==> src/rtl/irq_agg.sv <==
module irq_agg #(
  parameter int DW        = 32,
  parameter int AW        = 8,
  parameter int CALC_BIT  = 0,
  parameter int XFER_BIT  = 8,
  parameter logic [AW-1:0] STAT_OFS  = 8'h24,
  parameter logic [AW-1:0] RAISE_OFS = 8'h60,
  parameter logic [AW-1:0] LOWER_OFS = 8'h64
) (
  input  logic          clk,
  input  logic          rst_n,
  input  logic          calc_done_i,
  input  logic          xfer_done_i,
  input  logic          msi_en_i,
  input  logic          wr_en_i,
  input  logic [AW-1:0] wr_addr_i,
  input  logic [DW-1:0] wr_data_i,
  input  logic [AW-1:0] rd_addr_i,
  output logic [DW-1:0] rd_data_o,
  output logic          intx_o,
  output logic          msi_pulse_o
);

  localparam logic [DW-1:0] CALC_MASK = DW'(1) << CALC_BIT;
  localparam logic [DW-1:0] XFER_MASK = DW'(1) << XFER_BIT;

  logic [DW-1:0] status_q, hw_set, sw_set, sw_clr, status_d;
  logic          raise_evt, lower_evt, nz_d;

  assign hw_set    = (calc_done_i ? CALC_MASK : '0) | (xfer_done_i ? XFER_MASK : '0);
  assign sw_set    = (wr_en_i && wr_addr_i == RAISE_OFS) ? wr_data_i : '0;
  assign sw_clr    = (wr_en_i && wr_addr_i == LOWER_OFS) ? wr_data_i : '0;
  assign raise_evt = calc_done_i || xfer_done_i || (wr_en_i && wr_addr_i == RAISE_OFS);
  assign lower_evt = wr_en_i && wr_addr_i == LOWER_OFS;

  // hardware set takes precedence over a same-cycle acknowledge
  assign status_d  = ((status_q & ~sw_clr) | hw_set | sw_set);
  assign nz_d      = |status_d;

  always_ff @(posedge clk) begin
    if (!rst_n) begin
      status_q    <= '0;
      intx_o      <= 1'b0;
      msi_pulse_o <= 1'b0;
    end else begin
      status_q    <= status_d;
      msi_pulse_o <= raise_evt && nz_d && msi_en_i;
      if (raise_evt && nz_d && !msi_en_i)
        intx_o <= 1'b1;
      else if (lower_evt && !nz_d && !msi_en_i)
        intx_o <= 1'b0;
    end
  end

  assign rd_data_o = (rd_addr_i == STAT_OFS) ? status_q : '0;

  assert_pulse_nonzero_R6: assert property (@(posedge clk) disable iff (!rst_n)
    msi_pulse_o |-> (status_q != '0));
  assert_pulse_needs_enable_R6: assert property (@(posedge clk) disable iff (!rst_n)
    $rose(msi_pulse_o) |-> $past(msi_en_i));
  assert_intx_rise_R7: assert property (@(posedge clk) disable iff (!rst_n)
    $rose(intx_o) |-> (status_q != '0) && !$past(msi_en_i));
  assert_intx_fall_R8: assert property (@(posedge clk) disable iff (!rst_n)
    $fell(intx_o) |-> (status_q == '0) && !$past(msi_en_i));
  assert_calc_wins_R10: assert property (@(posedge clk) disable iff (!rst_n)
    calc_done_i |=> status_q[CALC_BIT]);
  assert_xfer_wins_R2: assert property (@(posedge clk) disable iff (!rst_n)
    xfer_done_i |=> status_q[XFER_BIT]);

endmodule

==> config.mk <==
export PLATFORM = sky130hd
export DESIGN_NAME = irq_agg
export DESIGN_NICKNAME = d
export VERILOG_FILES = /design/src/rtl/irq_agg.sv
export SDC_FILE = /design/constraint.sdc
export NUM_CORES = 1
export LEC_CHECK = 0
export BUFFER_PORTS_ARGS = -buffer_cell sky130_fd_sc_hd__clkbuf_2
export CAP_MARGIN = 20
export CORE_ASPECT_RATIO = 1.2
export CORE_MARGIN = 1.5
export CORE_UTILIZATION = 29
export DETAILED_ROUTE_END_ITERATION = 7
export PLACE_DENSITY = 0.63
export SLEW_MARGIN = 20
export SYNTH_ARGS = -nofsm -noshare
export SYNTH_HDL_FRONTEND = slang
export SYNTH_SLANG_ARGS = --single-unit
==> constraint.sdc <==
create_clock -name clk -period 2.9 [get_ports clk]
set_input_delay 0.58 -clock clk [delete_from_list [all_inputs] [get_ports clk]]
set_output_delay 0.58 -clock clk [all_outputs]
set_load 0.03 [all_outputs]
# [Word-level counts from Yosys, hierarchy flattened]
# Cells that the tools add are included.
[op_classes] n_eq_ne=3 mux=7 n_reduce_logical=13 bitwise_logic=5
[op_table] op="$mux W32" n=3
[op_table] op="$and A32 B32 Y32" n=1
[op_table] op="$not A32 Y32" n=1
[op_table] op="$or A32 B32 Y32" n=1
[op_table] op="$or A32 B9 Y32" n=1
[op_table] op="$reduce_or A32 Y1" n=1
[op_table] op="$eq A8 B7 Y1 const B" n=2
[op_table] op="$mux W9" n=1
[op_table] op="$or A1 B9 Y9" n=1
[op_table] op="$eq A8 B6 Y1 const B" n=1
[op_table] op="$logic_and A1 B1 Y1" n=7
[op_table] op="$mux W1" n=3
[op_table] op="$logic_not A1 Y1" n=2
[op_table] op="$logic_or A1 B1 Y1" n=2
[op_table] op="$reduce_bool A2 Y1" n=1
[totals] input_bits=54 regBits=34 word_cells=31

# [Longest topological paths before layout]
[depth] depth_word=13 depth_mapped=8 depth_no_buf=6

# [Least setup slack after synthesis]
# No wires, ideal clock.
[synth_timing] path_type="input -> register" from="input wr_addr_i[1]" to="register msi_pulse_o" arrival_time_ns=2.102 setup_ns=0.137 t_required_ns=2.763 path_slack_ns=0.661 path_stages=8 path_cell_list="or4b_1 buf_2 nor2_4 buf_6 and3_1 o2111ai_1 nor4_2 a221oi_1"
[synth_between] elab_chain_cells=10
[synth_lines] element="from (decl)" line="16" text="input logic [AW-1:0] wr_addr_i,"
[synth_lines] element="$eq A8 B7 Y1" line="32" text="assign sw_clr = (wr_en_i && wr_addr_i == LOWER_OFS) ? wr_data_i : '0;"
[synth_lines] element="$logic_and A1 B1 Y1" line="32"
[synth_lines] element="$mux W32" line="32"
[synth_lines] element="$not A32 Y32" line="37" text="assign status_d = ((status_q & ~sw_clr) | hw_set | sw_set);"
[synth_lines] element="$and A32 B32 Y32" line="37"
[synth_lines] element="$or A32 B9 Y32" line="37"
[synth_lines] element="$or A32 B32 Y32" line="37"
[synth_lines] element="$reduce_or A32 Y1" line="38" text="assign nz_d = |status_d;"
[synth_lines] element="$logic_and A1 B1 Y1 * (2 in a row)" line="47" text="msi_pulse_o <= raise_evt && nz_d && msi_en_i;"
[synth_lines] element="to (signal assigned)" line="47"
[synth_lines] element="to (decl)" line="21" text="output logic msi_pulse_o"
# Mark *: on every way between the ends. The rest lies on a longest branch, timed or not.
# A chain may end at the register's enable or synchronous reset.

# [Worst setup path in the final report]
[layout_timing] from="input rd_addr_i[7]" to="output rd_data_o[24]"
[layout_between] elab_chain_cells=2
[layout_lines] element="from (decl)" line="18" text="input logic [AW-1:0] rd_addr_i,"
[layout_lines] element="$eq A8 B6 Y1" line="55" text="assign rd_data_o = (rd_addr_i == STAT_OFS) ? status_q : '0;"
[layout_lines] element="$mux W32" line="55"
[layout_lines] element="to (decl)" line="19" text="output logic [DW-1:0] rd_data_o,"
# Every way passes these cells.

==> results.json <==
{
  "die_area_um2": 7990,
  "min_path_cells": 2,
  "routed_wire_length_per_instance_um": 13.9,
  "cts_htree_levels": 2,
  "worst-endpoint-arrival_ns": 1.81,
  "core_region_area_um2": 7230,
  "clkSlewWorstSetupHoldPaths_ns": 0.07,
  "fmax_mhz": 418,
  "crit_path_max_fanout": 32,
  "dp_hpwl_um": 4760,
  "fillerInstances": 776,
  "synth_cells": 278,
  "grt_start_max_net_pins": 33,
  "cp_slowest_cell": "nor4b_1",
  "stdcell_count": 455,
  "detail_route.drc_violations": 0,
  "timing.final.crit_share": 0.824,
  "number_of_enable_flip_flop_cells_after_synthesis": 0,
  "grt_overflow_total": 0,
  "timing_hold_violations_final": 0,
  "grt_pass1_vias": 2195,
  "clk-insertion-delay-late_ns": 0.28,
  "cts_resized": 0,
  "yosys.cell_types.count": 38,
  "syn_to_final_growth_pct": 29.7,
  "timing.hold.worst.class": "flip-flop to flip-flop",
  "vdd.ir_drop.worst_mv": 0.170,
  "syn_area_per_cell_um2": 7.79,
  "first_pass_iters": 4,
  "cellPowerDensity_nw_per_um2": 356,
  "max_slew.worst_pin.slew_ns": 0.496,
  "setup.worst_path.start_class": "input pin",
  "drive_above_1_share": 0.296,
  "place.gp.congestion": 0.810,
  "timing.final.max_slew_violations": 0,
  "finalSetupViolCount": 0,
  "ys.flop_type": "dfxtp_1",
  "final_common_cell": "clkbuf_2",
  "min_delay_worst_endpoint": "intx_o",
  "commonest_non_fill_non_tap_cells_in_the_layout": "clkbuf_2, and2_1, dfxtp_1, nor2_1, a21oi_1",
  "pin_count": 88,
  "final.setup.worst_slack_ns": 0.510,
  "total_placed_cells_including_tap_cells": 447,
  "die_w_um": 81.9,
  "clockBufferDepth": 2,
  "dp_worst_setup_slack_ns": 0.387,
  "min_from": "intx_o",
  "hold_buffers": 0,
  "grt_first_pass_wirelength_um": 9990,
  "routed-via-count": 2321,
  "clock_tree_from_tritoncts": "done",
  "crit_required_ns": 2.32,
  "regToRegStartpoint": "status_q[21]",
  "syn_area_um2": 2160,
  "setup.reg_to_reg.worst_slack_ns": 1.35,
  "antenna_found_initial": 0,
  "fp-row-count": 34,
  "result_of_the_run": "completed",
  "worst-setup-path-type": "input pin to output pin",
  "numCtsBuffers": 5,
  "design.final.nets": 418,
  "power.leakage_nw": 1.27,
  "die_h_um": 97.6,
  "clock_sink_count": 34,
  "max-cap-violations": 0,
  "placement.io_buffers": 87,
  "synth.net_count": 332,
  "fraction_of_the_yosys_area_taken_by_sequential_cells": 0.314,
  "setup.worst_path.end_class": "output pin",
  "layout_min_cycle_time_ns": 2.39,
  "endpoint_of_the_most_critical_register_to_register_path": "msi_pulse_o",
  "globalRouteTotalUtil": 0.159,
  "cts_setup_buffers": 0,
  "timing.clock.skew_ns": 0.00293,
  "postSynthRegisterBits": 34,
  "postSynth.asyncResetShare": 0,
  "cp_slowest_stage_delay_ns": 0.27,
  "ys.warnings.count": 0,
  "start_util": 0.299,
  "slew_headroom": 0.669,
  "critPathMostFrequentCell": "clkbuf_2",
  "unrepaired_setup_endpoints_after_global_routing": "no",
  "num_antenna_cells": 0,
  "worstPathCellList": "clkbuf_2, nor4b_1, and4b_1, buf_4, and2_1, clkbuf_2",
  "reg2reg_depth": 4,
  "drt_wl_total_um": 6330,
  "via_per_inst": 5.10,
  "timing.setup.tns_ns": 0,
  "antenna_violating_nets_post_route": 0,
  "cts-root-buf": "clkbuf_8",
  "drt_iter0_drc": 140
}
## cell usage after synthesis (all sizes together), types with 2 or more instances
master | n | area share
and2 | 35 | 0.10
dfxtp | 34 | 0.31
nor2 | 33 | 0.061
a21oi | 21 | 0.049
nand2 | 20 | 0.035
mux2i | 16 | 0.074
nand2b | 14 | 0.040
nor3 | 13 | 0.030
o32ai | 13 | 0.053
a311oi | 12 | 0.049
inv | 10 | 0.017
clkbuf | 9 | 0.016
a22oi | 8 | 0.028
buf | 7 | 0.019
nor2b | 6 | 0.017
nand3 | 3 | 0.0069
and3 | 2 | 0.0058
mux2 | 2 | 0.010
nor4 | 2 | 0.0087
nor4b | 2 | 0.0081
o21a | 2 | 0.0069
o21ai | 2 | 0.0046
## logic make-up (layout without fill, tap and decap cells)
group	after synthesis	after routing	share of synthesized area
buffers and inverters	27	114	0.0538
DFF	34	34	0.314
AOI/OAI and AO/OA	63	63	0.208
muxes	18	18	0.0844
and+or+nand+nor	136	136	0.339
## power by group
| group | switching (W) | total, W | internal (W) |
|---|---|---|---|
| registers | 0.00000296 | 0.000474 | 0.000471 |
| logic | 0.0000664 | 0.000119 | 0.0000523 |
| clock network | 0.000167 | 0.000407 | 0.000240 |
| total | 0.000236 | 0.00100 | 0.000764 |
## worst max path at each step
stage,startpoint,to,slack (ns),depth (start not counted)
after CTS,rd_addr_i[7],rd_data_o[24],0.48,6
final,rd_addr_i[7],rd_data_o[24],0.51,6
after global placement,wr_addr_i[1],msi_pulse_o,0.47,8
after global routing,rd_addr_i[7],rd_data_o[15],0.38,6
after detailed placement,wr_addr_i[1],msi_pulse_o,0.39,8
after floorplan,wr_addr_i[1],msi_pulse_o,0.66,8
## area by class of cell
cell class	instances	area [um^2]	share of cell area
clock buffer	8	110	0.0392
inverter	11	41.3	0.0147
multi-input combinational	217	1370	0.487
sequential	34	681	0.242
tap	90	113	0.0401
timing repair buffer	95	495	0.176
## per-layer routing
layer	vias to the layer above	share of wire	global-route usage
met5	-	0	0
met4	0	0.0039	0.0391
met3	2	0.064	0.0338
met2	72	0.50	0.272
met1	1075	0.43	0.199
li1	1172	-	-
## stage by stage
| step | area (um^2) | util | hold slack [ns] | total power [W] |
|---|---|---|---|---|
| 3_5_place_dp | 2700 | 0.373 | 0.513 | 0.000604 |
| 4_1_cts | 2810 | 0.388 | 0.523 | 0.00101 |
| 3_3_place_gp | 2700 | 0.373 | 0.506 | 0.000602 |
| 5_1_grt | 2810 | 0.388 | 0.544 | 0.00104 |
| 6_report | 2810 | 0.388 | 0.529 | 0.00100 |
| 2_1_floorplan | 2160 | - | 0.501 | 0.000536 |
## flip-flops by register name, indices dropped and copies added (netlist names)
name         count
msi_pulse_o      1
intx_o           1
status_q        32
## worst max-delay path, delay by kind of cell
kind / cells / cell delay (ns)
and+or+nand+nor: 3 / 0.68
buffers and inverters: 3 / 0.54
Power figures use the tool's default switching activity.
